--- src/rtl/sram_ctl_pkg.sv ---
package sram_ctl_pkg;

  typedef enum logic [1:0] {
    ST_IDLE  = 2'd0,
    ST_READ  = 2'd1,
    ST_WRITE = 2'd2,
    ST_TURN  = 2'd3
  } ctlState_t;

  // Strobes from control to datapath, computed for the next cycle.
  typedef struct packed {
    logic loadReq;
    logic selActive;
    logic readOe;
    logic writeEn;
    logic capture;
    logic donePulse;
  } ctlStrobes_t;

  function automatic int nsToCycles(input int ns, input int periodNs);
    int c;
    c = (ns + periodNs - 1) / periodNs;
    if (c < 1) c = 1;
    return c;
  endfunction

  function automatic int maxOf2(input int a, input int b);
    return (a > b) ? a : b;
  endfunction

endpackage

--- src/rtl/sramCtlFsm.sv ---
module sramCtlFsm
  import sram_ctl_pkg::*;
#(
  parameter int RD_CYC   = 7,
  parameter int WR_CYC   = 7,
  parameter int TURN_CYC = 4
) (
  input  logic        clk,
  input  logic        rstN,
  input  logic        reqValid,
  input  logic        reqWrite,
  output logic        reqReady,
  output ctlStrobes_t strobes
);

  localparam int MAX_CYC = maxOf2(maxOf2(RD_CYC, WR_CYC), TURN_CYC);
  localparam int CNT_W   = $clog2(MAX_CYC + 1);

  ctlState_t        state, nextState;
  logic [CNT_W-1:0] cnt, nextCnt;
  logic             cntDone;

  assign cntDone  = (cnt == '0);
  assign reqReady = (state == ST_IDLE);

  always_comb begin
    nextState = state;
    nextCnt   = cnt;
    unique case (state)
      ST_IDLE: begin
        if (reqValid) begin
          nextState = reqWrite ? ST_WRITE : ST_READ;
          nextCnt   = reqWrite ? CNT_W'(WR_CYC - 1) : CNT_W'(RD_CYC - 1);
        end
      end
      ST_READ: begin
        if (cntDone) begin
          nextState = ST_TURN;
          nextCnt   = CNT_W'(TURN_CYC - 1);
        end else begin
          nextCnt = cnt - 1'b1;
        end
      end
      ST_WRITE: begin
        if (cntDone) nextState = ST_IDLE;
        else         nextCnt   = cnt - 1'b1;
      end
      ST_TURN: begin
        if (cntDone) nextState = ST_IDLE;
        else         nextCnt   = cnt - 1'b1;
      end
      default: nextState = ST_IDLE;
    endcase
  end

  always_comb begin
    strobes.loadReq   = (state == ST_IDLE) && reqValid;
    strobes.selActive = (nextState == ST_READ) || (nextState == ST_WRITE);
    strobes.readOe    = (nextState == ST_READ);
    strobes.writeEn   = (nextState == ST_WRITE);
    strobes.capture   = (state == ST_READ) && cntDone;
    strobes.donePulse = (state == ST_WRITE) && cntDone;
  end

  always_ff @(posedge clk or negedge rstN) begin
    if (!rstN) begin
      state <= ST_IDLE;
      cnt   <= '0;
    end else begin
      state <= nextState;
      cnt   <= nextCnt;
    end
  end


  idle_cnt_clear_chk: assert property (@(posedge clk) disable iff (!rstN)
    (state == ST_IDLE) |-> (cnt == '0));


  read_then_turn_chk: assert property (@(posedge clk) disable iff (!rstN)
    (state == ST_READ && cntDone) |=> (state == ST_TURN));

endmodule

--- src/rtl/sramCtlDatapath.sv ---
module sramCtlDatapath
  import sram_ctl_pkg::*;
#(
  parameter int ADDR_W = 19,
  parameter int DATA_W = 8
) (
  input  logic              clk,
  input  logic              rstN,
  input  ctlStrobes_t       strobes,
  input  logic [ADDR_W-1:0] reqAddr,
  input  logic [DATA_W-1:0] reqWdata,
  input  logic [DATA_W-1:0] memDqIn,
  output logic [ADDR_W-1:0] memAddr,
  output logic [DATA_W-1:0] memDqOut,
  output logic              memDqDriveEn,
  output logic              memCeLowN,
  output logic              memCeHigh,
  output logic              memOeN,
  output logic              memRwN,
  output logic [DATA_W-1:0] rspRdata,
  output logic              rspValid,
  output logic              wrDone
);

  always_ff @(posedge clk or negedge rstN) begin
    if (!rstN) begin
      memAddr  <= '0;
      memDqOut <= '0;
    end else if (strobes.loadReq) begin
      memAddr  <= reqAddr;
      memDqOut <= reqWdata;
    end
  end

  always_ff @(posedge clk or negedge rstN) begin
    if (!rstN) begin
      memCeLowN    <= 1'b1;
      memCeHigh    <= 1'b0;
      memOeN       <= 1'b1;
      memRwN       <= 1'b1;
      memDqDriveEn <= 1'b0;
    end else begin
      memCeLowN    <= ~strobes.selActive;
      memCeHigh    <= strobes.selActive;
      memOeN       <= ~strobes.readOe;
      memRwN       <= ~strobes.writeEn;
      memDqDriveEn <= strobes.writeEn;
    end
  end

  always_ff @(posedge clk or negedge rstN) begin
    if (!rstN) begin
      rspRdata <= '0;
      rspValid <= 1'b0;
      wrDone   <= 1'b0;
    end else begin
      if (strobes.capture) rspRdata <= memDqIn;
      rspValid <= strobes.capture;
      wrDone   <= strobes.donePulse;
    end
  end


  drive_only_writing_chk: assert property (@(posedge clk) disable iff (!rstN)
    memDqDriveEn |-> (!memRwN && memOeN));


  rsp_single_pulse_chk: assert property (@(posedge clk) disable iff (!rstN)
    rspValid |=> !rspValid);


  done_single_pulse_chk: assert property (@(posedge clk) disable iff (!rstN)
    wrDone |=> !wrDone);


  addr_hold_chk: assert property (@(posedge clk) disable iff (!rstN)
    (!memCeLowN && $past(!memCeLowN)) |-> $stable(memAddr));

endmodule

--- src/rtl/asyncSramCtl.sv ---
module asyncSramCtl
  import sram_ctl_pkg::*;
#(
  parameter int ADDR_W        = 19,
  parameter int DATA_W        = 8,
  parameter int CLK_PERIOD_NS = 8,
  parameter int T_ADDR_ACC_NS = 55,
  parameter int T_OE_ACC_NS   = 30,
  parameter int T_RD_CYC_NS   = 55,
  parameter int T_WR_PULSE_NS = 45,
  parameter int T_CE_WR_NS    = 50,
  parameter int T_DSETUP_NS   = 25,
  parameter int T_WR_CYC_NS   = 55,
  parameter int T_RELEASE_NS  = 25
) (
  input  logic              clk,
  input  logic              rstN,
  input  logic              reqValid,
  output logic              reqReady,
  input  logic              reqWrite,
  input  logic [ADDR_W-1:0] reqAddr,
  input  logic [DATA_W-1:0] reqWdata,
  output logic              rspValid,
  output logic [DATA_W-1:0] rspRdata,
  output logic              wrDone,
  output logic [ADDR_W-1:0] memAddr,
  output logic              memCeLowN,
  output logic              memCeHigh,
  output logic              memOeN,
  output logic              memRwN,
  output logic [DATA_W-1:0] memDqOut,
  input  logic [DATA_W-1:0] memDqIn,
  output logic              memDqDriveEn
);

  localparam int RD_CYC = maxOf2(maxOf2(nsToCycles(T_ADDR_ACC_NS, CLK_PERIOD_NS),
                                        nsToCycles(T_OE_ACC_NS, CLK_PERIOD_NS)),
                                 nsToCycles(T_RD_CYC_NS, CLK_PERIOD_NS));
  localparam int WR_CYC = maxOf2(maxOf2(nsToCycles(T_WR_PULSE_NS, CLK_PERIOD_NS),
                                        nsToCycles(T_CE_WR_NS, CLK_PERIOD_NS)),
                                 maxOf2(nsToCycles(T_DSETUP_NS, CLK_PERIOD_NS),
                                        nsToCycles(T_WR_CYC_NS, CLK_PERIOD_NS)));
  localparam int TURN_CYC = nsToCycles(T_RELEASE_NS, CLK_PERIOD_NS);

  ctlStrobes_t strobes;

  sramCtlFsm #(
    .RD_CYC  (RD_CYC),
    .WR_CYC  (WR_CYC),
    .TURN_CYC(TURN_CYC)
  ) fsm_i (
    .clk     (clk),
    .rstN    (rstN),
    .reqValid(reqValid),
    .reqWrite(reqWrite),
    .reqReady(reqReady),
    .strobes (strobes)
  );

  sramCtlDatapath #(
    .ADDR_W(ADDR_W),
    .DATA_W(DATA_W)
  ) dp_i (
    .clk         (clk),
    .rstN        (rstN),
    .strobes     (strobes),
    .reqAddr     (reqAddr),
    .reqWdata    (reqWdata),
    .memDqIn     (memDqIn),
    .memAddr     (memAddr),
    .memDqOut    (memDqOut),
    .memDqDriveEn(memDqDriveEn),
    .memCeLowN   (memCeLowN),
    .memCeHigh   (memCeHigh),
    .memOeN      (memOeN),
    .memRwN      (memRwN),
    .rspRdata    (rspRdata),
    .rspValid    (rspValid),
    .wrDone      (wrDone)
  );


  idle_standby_chk: assert property (@(posedge clk) disable iff (!rstN)
    reqReady |-> (memCeLowN && !memCeHigh && memOeN && !memDqDriveEn));


  busy_addr_hold_chk: assert property (@(posedge clk) disable iff (!rstN)
    !reqReady |=> $stable(memAddr));

endmodule

--- config.mk ---
export PLATFORM = sky130hd
export DESIGN_NAME = asyncSramCtl
export DESIGN_NICKNAME = d
export VERILOG_FILES = /design/src/rtl/sram_ctl_pkg.sv /design/src/rtl/sramCtlFsm.sv /design/src/rtl/sramCtlDatapath.sv /design/src/rtl/asyncSramCtl.sv
export SDC_FILE = /design/constraint.sdc
export NUM_CORES = 1
export LEC_CHECK = 0
export BUFFER_PORTS_ARGS = -buffer_cell sky130_fd_sc_hd__buf_2
export CORE_ASPECT_RATIO = 2
export CORE_MARGIN = 2
export CORE_UTILIZATION = 35
export CTS_BUF_LIST = sky130_fd_sc_hd__clkbuf_16
export CTS_CLUSTER_DIAMETER = 150
export DETAILED_ROUTE_END_ITERATION = 16
export PLACE_DENSITY = 0.67
export RECOVER_POWER = 50
export SLEW_MARGIN = 20
export SYNTH_ARGS = -nofsm -noshare
export SYNTH_HDL_FRONTEND = slang
export SYNTH_SLANG_ARGS = --single-unit
--- constraint.sdc ---
create_clock -name clk -period 6.2 [get_ports clk]
set_clock_uncertainty 0.2 [all_clocks]
set_input_delay 0.62 -clock clk [delete_from_list [all_inputs] [get_ports clk]]
set_output_delay 0.62 -clock clk [all_outputs]
set_load 0.05 [all_outputs]
* Word-level counts from Yosys, hierarchy flattened
Cells that the tools add are included.
** Storage, ports and cells
- Register bits after elaboration :: 47
- Bits in latches :: 0
- Bits in writable memories :: 0
- Bits in read-only memories :: 0
- Output and inout port bits :: 43
- Word-level logic and storage cells :: 40
- Memories kept :: 0
** Operators by class
- $add $sub $neg :: 1
- $mul :: 0
- Divide/modulo/power cells :: 0
- $lt $le $gt $ge :: 0
- Eq/ne operators :: 7
- Shifts and indexed selects :: 0
- Mux-type cells :: 9
- Bitwise gates (word level) :: 3
- Reduce and logical (&&, ||, !) cells :: 8
** Operators with widths (number)
- $mux 3 :: 3
- $pmux 3 s3 :: 1
- $mux 2 :: 4
- $eq 2x2->1 const B :: 3
- $pmux 2 s3 :: 1
- $eq 2x1->1 const B :: 2
- $ne 2x2->1 const B :: 2
- $logic_and 1x1->1 :: 3
- $logic_not 3->1 :: 1
- $not 1->1 :: 3
- $sub 3x1->3 const B :: 1
- $logic_not 2->1 :: 1
- $reduce_and 2->1 :: 1
- $reduce_or 2->1 :: 1
- $logic_or 1x1->1 :: 1

* Depth between registers and ports, before layout
- Depth in word-level cells :: 6
- Mapped depth :: 8
- Depth with buffers taken out :: 7

* By module
Synthesis repeated with hierarchy kept, for this count alone.
** Unflattened totals
- Cells, all modules :: 127
- Area, all modules :: 1974.4 µm²
** By module, submodules not included
- sramCtlDatapath :: times used 1, cells each 84, area an instance 1591.5 µm²
- sramCtlFsm :: times used 1, cells each 43, area an instance 382.9 µm²

* Worst setup path before layout
OpenSTA, ideal clock, no wires.
- Kind :: flip-flop to flip-flop
- From :: register fsm_i.state[1]
- To :: register dp_i.memCeHigh
- Library setup time :: 113 ps
- Arrival time :: 1765 ps
- Data required time :: 5887 ps
- Path slack :: 4123 ps
- Stages on the path, launching flop included :: 9
- Period minus slack after synthesis :: 2077 ps
- Path through :: dfrtp_1 or2_4 inv_2 and2_4 buf_6 buf_6 a221o_1 ha_1 inv_1
** RTL lines
- start, declared :: line sramCtlFsm.sv:19 : ctlState_t state, nextState;
- start signal, assigned :: line sramCtlFsm.sv:70 : state <= nextState;
- end signal, assigned :: line sramCtlDatapath.sv:44 : memCeHigh <= strobes.selActive;
- end, declared :: line sramCtlDatapath.sv:17 : output logic memCeHigh,

==> results_dict.tcl <==
set metrics [dict create \
    die_h_um 107 \
    vias 1265 \
    first_iter_violations 22 \
    crit_buf_inv 1 \
    crit_chain "clkbuf_1" \
    yosysMostFrequentCell "dfrtp_1" \
    max_cap_violations 1 \
    critical_path_class "in -> async" \
    crit_path_start "rstN" \
    yosys_warnings 0 \
    die_area_um2 5970 \
    syn_nets 165 \
    start_util_pct 36.4 \
    path_max_fanout 47 \
    placed_area_um2 2300 \
    area_growth_pct 32.1 \
    r2r_cells 6 \
    portBuffers 81 \
    netlist.area_leader.share_pct 58.9 \
    cp-end-kind "async pin" \
    slew_violations 48 \
    hold_buffers 0 \
    failed_checks "capacitance limit, slew limit" \
    wirelength_um 3540 \
    ant_nets 0 \
    drc 0 \
    ys_seq_area_share_pct 63.2 \
    synthCells 121 \
    syn_area_per_cell_um2 15.4 \
    drtPass1Iterations 4 \
    yosys_register_bits 47 \
    routabilityCongestion 0.736 \
    yosys-top-cells-count "dfrtp_1, mux2_2, ha_1, inv_1, buf_6" \
    route.met2.wl_um 2120 \
    relSlewSlack_pct -60.8 \
    ys_types 25 \
    root_buffer "clkbuf_16" \
    antenna_cells 0 \
    grt.overflow.total 0 \
    grt_use_total_pct 12.3 \
    antenna_found_initial 0 \
    cts.sinks 47 \
    startpoint_type "input pin" \
    cp_data_required_time_ns 5.88 \
    cts_setup_buffers 0 \
    cpPeakStageDelay_ns 1.68 \
    grt_setup_unrepaired "false" \
    async_flop_share_pct 100 \
    max_freq_mhz 377 \
    setup_violations 0 \
    seqCellArea_um2 1180 \
    multi_input_area_um2 616 \
    worstSetupEndpoint "dp_i.memAddr[12]" \
    slowest_stage "clkbuf_1" \
    fillers 504 \
    clkLatencyLatePin_ns 0.28 \
    drive_gt1_share_pct 52.9 \
    fin_crit_sh_pct 42.8 \
    top_layer "met4" \
    via_per_inst 4.79 \
    ctsResizeCount 0 \
    grt_pass1_wl_um 5690 \
    synth_area_leader_cell "dfrtp_1" \
    netlist_area_um2 1870 \
    path_depth 1 \
    period_needed_ns 2.65 \
    rrSetupSlack_ns 4.13 \
    cts-htree-levels 2 \
    cts_max_path_buffers 2 \
    postLayoutCellArea_um2 2470 \
    synth_edf_count 0 \
    routedWlPerCell_um 13.4 \
    critPathTopFamily "buffers and inverters" \
    outcome "finished, violations left" \
    clk_pin_slew_ns 0.06 \
    setup-tns-final_ns 0 \
    grt_max_degree 48 \
    cts_buffers 5 \
    hold_path.class "reg -> reg" \
    die_x_um 55.7 \
    grt_pass1_vias 1329 \
    hpwl_um 2680 \
    arrival_ns 2.33 \
    final-hold-violation-count 0 \
    core_um2 5140 \
    ios 82 \
    m1WireLength_um 1170 \
    met3_length_um 191 \
    row_count 37 \
    worst_pin_slew_ns 2.41 \
    synth_ff_type "dfrtp_1" \
    nets 249 \
    synthTopCellsByArea "dfrtp_1, mux2_2, dfstp_2" \
    reg2reg_from "fsm_i.cnt[1]" \
    r2r-end "dp_i.rspRdata[0]" \
    cts_tree "built" \
]
==> layout by cell type (no fill, tap or decap) <==
cell type and instances:
a21oi_1 1, buf_2 61, buf_4 1, a311oi_1 1, bufinv_16 2, or2_4 1, dfstp_2 3, ha_1 5
nor3b_1 1, a221o_1 1, mux2_1 2, dfrtp_1 44, nand3b_1 1, clkbuf_1 20, a311o_1 1, clkbuf_16 5
nor2_1 3, and2_4 1, o21ai_0 2, o21a_1 2, inv_1 6, and3_1 1, inv_2 1, a21boi_0 1
nand2_1 2, a221oi_1 2, nand2b_1 1, mux2_2 34
==> how the worst min path moves through the flow <==
stage / start / endpoint / slack, ns / cells after the start
after floorplan: rstN / dp_i.memAddr[0] / 0.12 / 0
after global placement: dp_i.memDqOut[3] / dp_i.memDqOut[3] / 0.27 / 1
after detailed placement: dp_i.memAddr[18] / dp_i.memAddr[18] / 0.28 / 1
after CTS: dp_i.memDqOut[3] / dp_i.memDqOut[3] / 0.29 / 1
after global routing: dp_i.memDqOut[6] / dp_i.memDqOut[6] / 0.32 / 1
final: dp_i.memDqOut[3] / dp_i.memDqOut[3] / 0.29 / 1
==> cell type report <==
| cell class | instances | share of cell area [%] |
|---|---|---|
| clock inverter | 3 | 2.59 |
| tap | 58 | 2.94 |
| inverter | 6 | 0.913 |
| clock buffer | 5 | 5.07 |
| sequential | 47 | 47.8 |
| timing repair buffer | 82 | 15.7 |
| multi-input combinational | 63 | 24.9 |
==> sequential cells by signal (all words and copies together) (netlist names) <==
| register | cells |
|---|---|
| dp_i.memRwN | 1 |
| dp_i.memOeN | 1 |
| dp_i.rspRdata | 8 |
| dp_i.memCeLowN | 1 |
| dp_i.wrDone | 1 |
| fsm_i.cnt | 3 |
| dp_i.memAddr | 19 |
| dp_i.memDqDriveEn | 1 |
| dp_i.memCeHigh | 1 |
| dp_i.memDqOut | 8 |
| dp_i.rspValid | 1 |
| fsm_i.state | 2 |
==> cells by family (layout without fill, tap and decap cells) <==
kind of cell / Yosys count / in the layout / synth area share [%]
flip-flops: 47 / 47 / 63.2
multiplexers: 36 / 36 / 21.7
AO/OA/AOI/OAI: 11 / 11 / 4.49
adder cells (fa/ha/maj): 5 / 5 / 3.35
buffers and inverters: 11 / 96 / 3.88
AND/OR/NAND/NOR: 11 / 11 / 3.42
==> stage by stage <==
step / hold WS [ns] / std cells / setup WS, ns / util (%)
floorplan: 0.124 / 121 / 4.12 / -
global placement: 0.268 / 256 / 4.12 / 44.8
detailed placement: 0.278 / 256 / 4.12 / 44.8
CTS: 0.292 / 264 / 4.00 / 48.5
global route: 0.315 / 264 / 2.92 / 48.0
finish: 0.287 / 264 / 3.55 / 48.0
==> metal layers <==
metal,GRT usage [%],up-vias
li1,-,589
met1,11.5,620
met2,24.1,51
met3,2.76,5
met4,5.92,0
met5,0,-
Power is left out: the tool's default activity adds up to more than one toggle a clock period on the data nets, which glitch-free logic cannot reach.
